[config.mk]
export PLATFORM = sky130hd
export DESIGN_NAME = adc_bus_ctrl
export DESIGN_NICKNAME = d
export VERILOG_FILES = /design/src/rtl/adc_bus_pkg.sv /design/src/rtl/adc_sync2.sv /design/src/rtl/adc_wait_timer.sv /design/src/rtl/adc_result_join.sv /design/src/rtl/adc_bus_ctrl.sv
export SDC_FILE = /design/constraint.sdc
export NUM_CORES = 1
export LEC_CHECK = 0
export BUFFER_PORTS_ARGS = -buffer_cell sky130_fd_sc_hd__clkbuf_2
export CAP_MARGIN = 20
export CORE_MARGIN = 10
export CORE_UTILIZATION = 30
export CTS_CLUSTER_DIAMETER = 100
export DETAILED_ROUTE_END_ITERATION = 6
export GPL_TIMING_DRIVEN = 0
export HOLD_SLACK_MARGIN = 0.03
export PLACE_DENSITY_LB_ADDON = 0.08
export SLEW_MARGIN = 30
export SYNTH_ARGS = -nofsm -noshare
export SYNTH_HDL_FRONTEND = slang
export SYNTH_SLANG_ARGS = --single-unit
[constraint.sdc]
create_clock -name clk -period 3.75 [get_ports clk]
set_input_delay 0.5625 -clock clk [delete_from_list [all_inputs] [get_ports clk]]
set_output_delay 0.5625 -clock clk [all_outputs]
set_load 0.02 [all_outputs]
[src/rtl/adc_bus_pkg.sv]
package adc_bus_pkg;

    typedef enum logic [2:0] {
        ST_IDLE,
        ST_SETUP,
        ST_STROBE,
        ST_HOLD,
        ST_GAP,
        ST_WAIT
    } st_e;

    typedef enum logic [1:0] {
        OP_CFG,
        OP_TRIG,
        OP_RDLO,
        OP_RDHI
    } op_e;

    function automatic logic op_is_write(op_e op);
        return (op == OP_CFG) || (op == OP_TRIG);
    endfunction

endpackage

[src/rtl/adc_sync2.sv]
module adc_sync2 #(
    parameter logic RST_VAL = 1'b1
) (
    input  logic clk,
    input  logic rst_n,
    input  logic async_i,
    output logic sync_o
);
    logic [1:0] stg_d, stg_q;

    always_comb begin
        stg_d = {stg_q[0], async_i};
    end

    always_ff @(posedge clk or negedge rst_n) begin
        if (!rst_n) stg_q <= {2{RST_VAL}};
        else        stg_q <= stg_d;
    end

    assign sync_o = stg_q[1];
endmodule

[src/rtl/adc_wait_timer.sv]
module adc_wait_timer #(
    parameter int LIMIT = 4096
) (
    input  logic clk,
    input  logic rst_n,
    input  logic load_i,
    input  logic run_i,
    output logic expired_o
);
    localparam int TW = (LIMIT > 2) ? $clog2(LIMIT) : 1;

    logic [TW-1:0] cnt_d, cnt_q;

    always_comb begin
        cnt_d = cnt_q;
        if (load_i)                     cnt_d = TW'(LIMIT - 1);
        else if (run_i && cnt_q != '0)  cnt_d = cnt_q - 1'b1;
    end

    always_ff @(posedge clk or negedge rst_n) begin
        if (!rst_n) cnt_q <= '0;
        else        cnt_q <= cnt_d;
    end

    assign expired_o = (cnt_q == '0);
endmodule

[src/rtl/adc_result_join.sv]
module adc_result_join #(
    parameter int BUS_W = 8,
    parameter int RES_W = 10
) (
    input  logic             clk,
    input  logic             rst_n,
    input  logic             cap_lo_i,
    input  logic             cap_hi_i,
    input  logic [BUS_W-1:0] bus_i,
    output logic [RES_W-1:0] result_o
);
    localparam int HI_W = RES_W - BUS_W;

    typedef struct packed {
        logic [HI_W-1:0]  hi;
        logic [BUS_W-1:0] lo;
    } join_t;

    join_t j_d, j_q;

    always_comb begin
        j_d = j_q;
        if (cap_lo_i) j_d.lo = bus_i;
        if (cap_hi_i) j_d.hi = bus_i[HI_W-1:0];
    end

    always_ff @(posedge clk or negedge rst_n) begin
        if (!rst_n) j_q <= '0;
        else        j_q <= j_d;
    end

    assign result_o = {j_q.hi, j_q.lo};
endmodule

[src/rtl/adc_bus_ctrl.sv]
module adc_bus_ctrl
    import adc_bus_pkg::*;
#(
    parameter int BUS_W       = 8,
    parameter int RES_W       = 10,
    parameter int STROBE_CYC  = 2,
    parameter int GAP_CYC     = 2,
    parameter int TIMEOUT_CYC = 4096
) (
    input  logic             clk,
    input  logic             rst_n,
    input  logic             start_i,
    input  logic [BUS_W-1:0] cfg_i,
    input  logic             ext_acq_i,
    output logic             busy_o,
    output logic [RES_W-1:0] result_o,
    output logic             result_valid_o,
    output logic             timeout_err_o,
    output logic             adc_cs_n_o,
    output logic             adc_wr_n_o,
    output logic             adc_rd_n_o,
    output logic             adc_hben_o,
    output logic [BUS_W-1:0] adc_bus_o,
    output logic             adc_bus_oe_o,
    input  logic [BUS_W-1:0] adc_bus_i,
    input  logic             adc_done_n_i
);
    localparam int CNT_MAX = (STROBE_CYC > GAP_CYC) ? STROBE_CYC : GAP_CYC;
    localparam int CNT_W   = $clog2(CNT_MAX + 1);

    typedef struct packed {
        st_e              state;
        op_e              op;
        logic [CNT_W-1:0] cnt;
        logic [BUS_W-1:0] cfg;
        logic             ext;
        logic             cs_n;
        logic             wr_n;
        logic             rd_n;
        logic             hben;
        logic             oe;
        logic             valid;
        logic             err;
    } ctl_t;

    localparam ctl_t CTL_RST = '{
        state: ST_IDLE, op: OP_CFG, cnt: '0, cfg: '0, ext: 1'b0,
        cs_n: 1'b1, wr_n: 1'b1, rd_n: 1'b1, hben: 1'b0, oe: 1'b0,
        valid: 1'b0, err: 1'b0
    };

    ctl_t c_d, c_q;
    logic done_n_s;
    logic tmr_load;
    logic tmr_expired;
    logic cap_lo;
    logic cap_hi;
    logic in_access;

    adc_sync2 #(.RST_VAL(1'b1)) u_done_sync (
        .clk     (clk),
        .rst_n   (rst_n),
        .async_i (adc_done_n_i),
        .sync_o  (done_n_s)
    );

    adc_wait_timer #(.LIMIT(TIMEOUT_CYC)) u_timer (
        .clk       (clk),
        .rst_n     (rst_n),
        .load_i    (tmr_load),
        .run_i     (c_q.state == ST_WAIT),
        .expired_o (tmr_expired)
    );

    adc_result_join #(.BUS_W(BUS_W), .RES_W(RES_W)) u_join (
        .clk      (clk),
        .rst_n    (rst_n),
        .cap_lo_i (cap_lo),
        .cap_hi_i (cap_hi),
        .bus_i    (adc_bus_i),
        .result_o (result_o)
    );

    always_comb begin
        c_d       = c_q;
        c_d.valid = 1'b0;
        tmr_load  = 1'b0;
        cap_lo    = 1'b0;
        cap_hi    = 1'b0;

        unique case (c_q.state)
            ST_IDLE: begin
                if (start_i) begin
                    c_d.state = ST_SETUP;
                    c_d.op    = OP_CFG;
                    c_d.cfg   = cfg_i;
                    c_d.ext   = ext_acq_i;
                    c_d.err   = 1'b0;
                end
            end
            ST_SETUP: begin
                c_d.state = ST_STROBE;
                c_d.cnt   = CNT_W'(STROBE_CYC - 1);
            end
            ST_STROBE: begin
                if (c_q.cnt == '0) begin
                    c_d.state = ST_HOLD;
                    cap_lo    = (c_q.op == OP_RDLO);
                    cap_hi    = (c_q.op == OP_RDHI);
                end else begin
                    c_d.cnt = c_q.cnt - 1'b1;
                end
            end
            ST_HOLD: begin
                c_d.state = ST_GAP;
                c_d.cnt   = CNT_W'(GAP_CYC - 1);
            end
            ST_GAP: begin
                if (c_q.cnt != '0) begin
                    c_d.cnt = c_q.cnt - 1'b1;
                end else begin
                    unique case (c_q.op)
                        OP_CFG: begin
                            if (c_q.ext) begin
                                c_d.state = ST_SETUP;
                                c_d.op    = OP_TRIG;
                            end else begin
                                c_d.state = ST_WAIT;
                                tmr_load  = 1'b1;
                            end
                        end
                        OP_TRIG: begin
                            c_d.state = ST_WAIT;
                            tmr_load  = 1'b1;
                        end
                        OP_RDLO: begin
                            c_d.state = ST_SETUP;
                            c_d.op    = OP_RDHI;
                        end
                        OP_RDHI: begin
                            c_d.state = ST_IDLE;
                            c_d.valid = 1'b1;
                        end
                        default: c_d.state = ST_IDLE;
                    endcase
                end
            end
            ST_WAIT: begin
                if (!done_n_s) begin
                    c_d.state = ST_SETUP;
                    c_d.op    = OP_RDLO;
                end else if (tmr_expired) begin
                    c_d.state = ST_IDLE;
                    c_d.err   = 1'b1;
                end
            end
            default: c_d.state = ST_IDLE;
        endcase

        // Pin levels follow the next state, so the outputs leave a flop
        in_access = (c_d.state == ST_SETUP) || (c_d.state == ST_STROBE) ||
                    (c_d.state == ST_HOLD);
        c_d.cs_n  = !in_access;
        c_d.wr_n  = !((c_d.state == ST_STROBE) && op_is_write(c_d.op));
        c_d.rd_n  = !((c_d.state == ST_STROBE) && !op_is_write(c_d.op));
        c_d.oe    = in_access && op_is_write(c_d.op);
        c_d.hben  = (c_d.op == OP_RDHI) && (c_d.state != ST_IDLE);
    end

    always_ff @(posedge clk or negedge rst_n) begin
        if (!rst_n) c_q <= CTL_RST;
        else        c_q <= c_d;
    end

    assign busy_o         = (c_q.state != ST_IDLE);
    assign result_valid_o = c_q.valid;
    assign timeout_err_o  = c_q.err;
    assign adc_cs_n_o     = c_q.cs_n;
    assign adc_wr_n_o     = c_q.wr_n;
    assign adc_rd_n_o     = c_q.rd_n;
    assign adc_hben_o     = c_q.hben;
    assign adc_bus_oe_o   = c_q.oe;
    assign adc_bus_o      = c_q.cfg;
endmodule

=== Word-level counts from Yosys, hierarchy flattened ===
Cells that the tools add are included.

* Input bits: 21
* Register bits after elaboration: 47

* Equal/unequal tests: 18
* Reductions and logical operators: 28
* Add/sub/neg operators: 2
* Mux-type cells: 32

{| class="wikitable"
|+ Operator list
! operator !! count
|-
| $mux W12 || 2
|-
| $pmux W3 S6 || 1
|-
| $mux W1 || 13
|-
| $eq A3 B2 Y1 const B || 4
|-
| $logic_not A12 Y1 || 1
|-
| $mux W3 || 4
|-
| $pmux W2 S3 || 2
|-
| $pmux W3 S4 || 1
|-
| $reduce_bool A12 Y1 || 1
|-
| $sub A12 B1 Y12 const B || 1
|-
| $mux W5 || 2
|-
| $ne A2 B2 Y1 const B || 5
|-
| $reduce_bool A3 Y1 || 3
|-
| $mux W2 || 4
|-
| $eq A2 B2 Y1 const B || 3
|-
| $eq A3 B1 Y1 const B || 2
|-
| $eq A3 B3 Y1 const B || 2
|-
| $logic_not A2 Y1 || 3
|-
| $reduce_bool A2 Y1 || 3
|-
| $logic_and A1 B1 Y1 || 5
|-
| $eq A2 B1 Y1 const B || 2
|-
| $logic_not A1 Y1 || 4
|-
| $pmux W1 S2 || 2
|-
| $pmux W2 S2 || 1
|-
| 7 further kinds || 9
|}

=== Depth between registers and ports, before layout ===
* Depth in word-level cells: 9
* Gate-level depth with buffers: 7

=== Cells and area by module ===
A second synthesis with hierarchy kept.

* Cell total of the unflattened synthesis: 208
* Area total of the unflattened synthesis: 2349.8 um2

{| class="wikitable"
|+ By module, submodules not included
! module !! sequential area each (um2) !! cells an instance !! area an instance (um2) !! instances
|-
| adc_bus_ctrl || 579.3 || 110 || 1179.9 || 1
|-
| adc_wait_timer || 300.3 || 75 || 713.2 || 1
|-
| adc_result_join || 250.2 || 21 || 404.1 || 1
|-
| adc_sync2 || 52.6 || 2 || 52.6 || 1
|}

=== Worst setup path after synthesis ===
Ideal clock, no wire load.

* Path kind: flip-flop to flip-flop
* Start point: reg u_timer.cnt_q[0]
* End point: reg c_q (netlist bit adc_hben_o)
* Path slack: 1.633 ns
* Path buffers: 0
* Data required time: 3.602 ns
* Cell stages (with the launch flop): 7
* Data arrival time: 1.969 ns
* Cell sequence: dfrtp_1 > inv_1 > ha_1 > or4b_4 > o31a_1 > nor4_4 > a311oi_1

{| class="wikitable"
|+ RTL lines
! item !! line !! RTL
|-
| start, declared || adc_wait_timer.sv:12 || <nowiki>logic [TW-1:0] cnt_d, cnt_q;</nowiki>
|-
| start signal, assigned || adc_wait_timer.sv:22 || <nowiki>else cnt_q <= cnt_d;</nowiki>
|-
| end signal, assigned || adc_bus_ctrl.sv:171 || <nowiki>if (!rst_n) c_q <= CTL_RST;</nowiki>
|-
| end signal, assigned || adc_bus_ctrl.sv:172 || <nowiki>else c_q <= c_d;</nowiki>
|-
| end, declared || adc_bus_ctrl.sv:52 || <nowiki>ctl_t c_d, c_q;</nowiki>
|}

==> impl_metrics.env <==
export IMPL_status="complete, no violations"
export IMPL_postCtsResizedCells=0
export IMPL_min_period_ns=2.42
export IMPL_combPwrFrac=0.439
export IMPL_peakVddDrop_mv=0.344
export IMPL_wl_mm=4.90
export IMPL_report_power_total_mw=2.14
export IMPL_fin_skew_ns=0.00434
export IMPL_ctsHtreeMaxLevel=2
export IMPL_globalRouteTotalUtil=0.0906
export IMPL_hp_class="primary input to asynchronous set/reset pin"
export IMPL_cp_start_kind="flop"
export IMPL_antenna_cells=0
export IMPL_fin_ws_ns=1.33
export IMPL_drtPass1Iterations=4
export IMPL_yosysTopAreaCellShare=0.473
export IMPL_clock_power_share=0.160
export IMPL_synthXorXnorAreaFrac=0.0118
export IMPL_postCtsHoldBufs=0
export IMPL_grt_max_degree=48
export IMPL_syn_avg_cell_area_um2=11.2
export IMPL_timing_fmax_mhz=413
export IMPL_synth_top_family_by_area="simple AND/OR/NAND/NOR gates"
export IMPL_port_buffers=46
export IMPL_cts_path_max_buffers=2
export IMPL_fp_dieH_um=106
export IMPL_drcViolationCount=0
export IMPL_cp_cell_sequence="inv_1 > ha_1 > or4b_4 > o31a_1 > nor4_4 > a311oi_1"
export IMPL_synth_simple_area_share=0.171
export IMPL_ys_seq_elements=47
export IMPL_final_nets=274
export IMPL_ios=47
export IMPL_clk_latency_ns=0.30
export IMPL_worstMarginPinSlew_ns=0.722
export IMPL_cts_sinks=47
export IMPL_synth_commonest_cells="dfrtp_1 (42), mux2_2 (19), nor2_1 (14), nand2_1 (10), inv_1 (9)"
export IMPL_antenna_found_initial=0
export IMPL_seqPwrFrac=0.401
export IMPL_worstPathMaxFanout=7
export IMPL_dp_cells=343
export IMPL_cpPeakStageDelay_ns=0.53
export IMPL_gp_congestion=0.743
export IMPL_yosys_most_used_dff="dfrtp_1"
export IMPL_regArea_um2=1180
export IMPL_syn_nets=221
export IMPL_p_leak_nw=1.24
export IMPL_period_share=0.645
export IMPL_max_cap_viol_count=0
export IMPL_cp_end_kind="flop"
export IMPL_p_sw_mw=0.837
export IMPL_dp_slack_ns=1.36
export IMPL_stdcell_count=351
export IMPL_place_hpwl_mm=3.58
export IMPL_multi_input_area_um2=905
export IMPL_cts_buffers=5
export IMPL_swShare=0.392
export IMPL_synth_edff_count=0
export IMPL_max_slew_margin=0.512
export IMPL_grt_pass1_vias=1672
export IMPL_p_int_mw=1.30
export IMPL_root_buffer="clkbuf_8"
export IMPL_synth_warnings=0
export IMPL_postCtsSetupBuffers=0
export IMPL_setup_viol=0
export IMPL_num_vias=1638
export IMPL_drive_gt1_frac=0.377
export IMPL_post_drt_wl_per_cell_um=14.0
export IMPL_synthMuxAreaShare=0.101
export IMPL_rsz0062_at_grt="no"
export IMPL_die_width_um=106
export IMPL_die_area_um2=11200
export IMPL_async_flop_share=1.00
export IMPL_tns_ns=0
export IMPL_synth_compound_area_frac=0.112
export IMPL_arrival_ns=2.57
export IMPL_fillers=775
export IMPL_worst_ep_required_time_ns=3.90
export IMPL_synthAdderAreaFrac=0.0113
export IMPL_drt_iter0_markers=59
export IMPL_initial_core_util=0.308
export IMPL_synth_area_leaders="dfrtp_1 (47%), mux2_2 (9.6%), dfstp_2 (5.9%)"
export IMPL_grt_overflow=0
export IMPL_syn_area_um2=2220
export IMPL_area_delta_synth_final_pct=20.7
export IMPL_synth_cell_types=46
export IMPL_syn_instance_count=198
export IMPL_seq_area_frac_synth=0.532
export IMPL_tritoncts="yes"
export IMPL_finalHoldViolations=0
export IMPL_row_count=31
export IMPL_slew_viol_final=0
export IMPL_grt_pass1_wl_mm=8.40
export IMPL_vias_per_cell=4.67
export IMPL_crit_slowest_cell="or4b_4"
export IMPL_path_class="flop to flop"
export IMPL_fp_coreArea_um2=7210
export IMPL_yosysMostFrequentCell="dfrtp_1"
export IMPL_antenna_left=0
export IMPL_cellPowerDensity_nw_per_um2=797
export IMPL_synth_area_leader_cell="dfrtp_1"
export IMPL_clk_pin_slew_ns=0.09
[kinds of logic (layout without fill, tap and decap cells)]
family / Yosys count / count (layout)
flip-flops: 47 / 47
XOR/XNOR: 3 / 3
multiplexers: 20 / 20
AND/OR/NAND/NOR: 61 / 61
buffers and inverters: 27 / 81
AO/OA/AOI/OAI: 38 / 38
adder cells (fa/ha/maj): 2 / 2
[critical path: cells and delay by family, from the launching register on]
| kind | cells | cell delay [ns] |
|---|---|---|
| compound gates | 2 | 0.55 |
| flops | 1 | 0.43 |
| simple gates | 2 | 0.99 |
| buf+inv | 1 | 0.07 |
| fa+ha+maj | 1 | 0.23 |
[area by class of cell]
| type | count | area share |
|---|---|---|
| buffer | 18 | 0.0373 |
| multi-input combinational | 124 | 0.337 |
| tap | 99 | 0.0462 |
| timing repair buffer | 46 | 0.0868 |
| inverter | 9 | 0.0126 |
| clock inverter | 1 | 0.00280 |
| sequential | 47 | 0.441 |
| clock buffer | 7 | 0.0359 |
[state kept, by name, indices dropped and copies added, names as in the netlist]
| name | count |
|---|---|
| adc_bus_o | 8 |
| adc_hben_o | 1 |
| timeout_err_o | 1 |
| u_done_sync.stg_q | 2 |
| adc_bus_oe_o | 1 |
| u_join.result_o | 10 |
| adc_wr_n_o | 1 |
| c_q | 8 |
| adc_cs_n_o | 1 |
| adc_rd_n_o | 1 |
| result_valid_o | 1 |
| u_timer.cnt_q | 12 |
[layout by cell type, fill, tap and decap left out, types with 2 or more instances in the layout]
cell      instances
or3_1             4
or2_2             2
nand2_1          10
mux2_2           19
buf_4             8
nand3_1           5
nor2_1           14
clkbuf_8          7
inv_1             9
o21a_1            2
and4_1            4
o31ai_1           3
dfrtp_1          42
o21ai_0           7
nand3b_1          3
clkbuf_1          8
clkbuf_2         45
a31oi_1           8
o211ai_1          2
ha_1              2
xnor2_1           3
buf_2             2
a211oi_1          5
a21oi_1           4
dfstp_2           5
nor3_1            5
[final timing paths]
check | slack [ns] | cells past startpoint | to | start
worst max-delay path | 1.33 | 6 | adc_hben_o | u_timer.cnt_q[0]
worst min-delay path | 0.31 | 1 | u_timer.cnt_q[2] | rst_n
worst max register to register | 1.33 | 6 | adc_hben_o | u_timer.cnt_q[0]
worst min register to register | 0.36 | 0 | u_done_sync.stg_q[1] | u_done_sync.stg_q[0]
max in group asynchronous | 3.01 | 1 | c_q[22] | rst_n
min in group clk | 0.34 | 1 | u_done_sync.stg_q[0] | adc_done_n_i
[through the flow]
step	utilization	cell area (um2)	hold slack, ns
floorplan	-	2220	0.267
global placement	0.357	2570	0.347
detailed placement	0.357	2580	0.350
CTS	0.372	2680	0.323
global route	0.372	2680	0.316
finish	0.372	2680	0.312
[layer usage]
layer | wire [um] | part of all wire | track usage | vias to the layer above
li1 | - | - | - | 814
met1 | 2290 | 0.47 | 0.115 | 779
met2 | 2170 | 0.44 | 0.135 | 40
met3 | 391 | 0.080 | 0.0380 | 5
met4 | 53 | 0.011 | 0.0319 | 0
met5 | 0 | 0 | 0 | -
[power by group through the flow]
stage	combinational (mW)	clock (mW)	sequential, mW
finish	0.938	0.341	0.857
global route	1.05	0.381	0.889
CTS	0.956	0.358	0.859
detailed placement	0.954	0	0.865
global placement	0.951	0	0.866
floorplan	0.651	0	0.900
No activity file was read; power rests on OpenSTA's default activity.
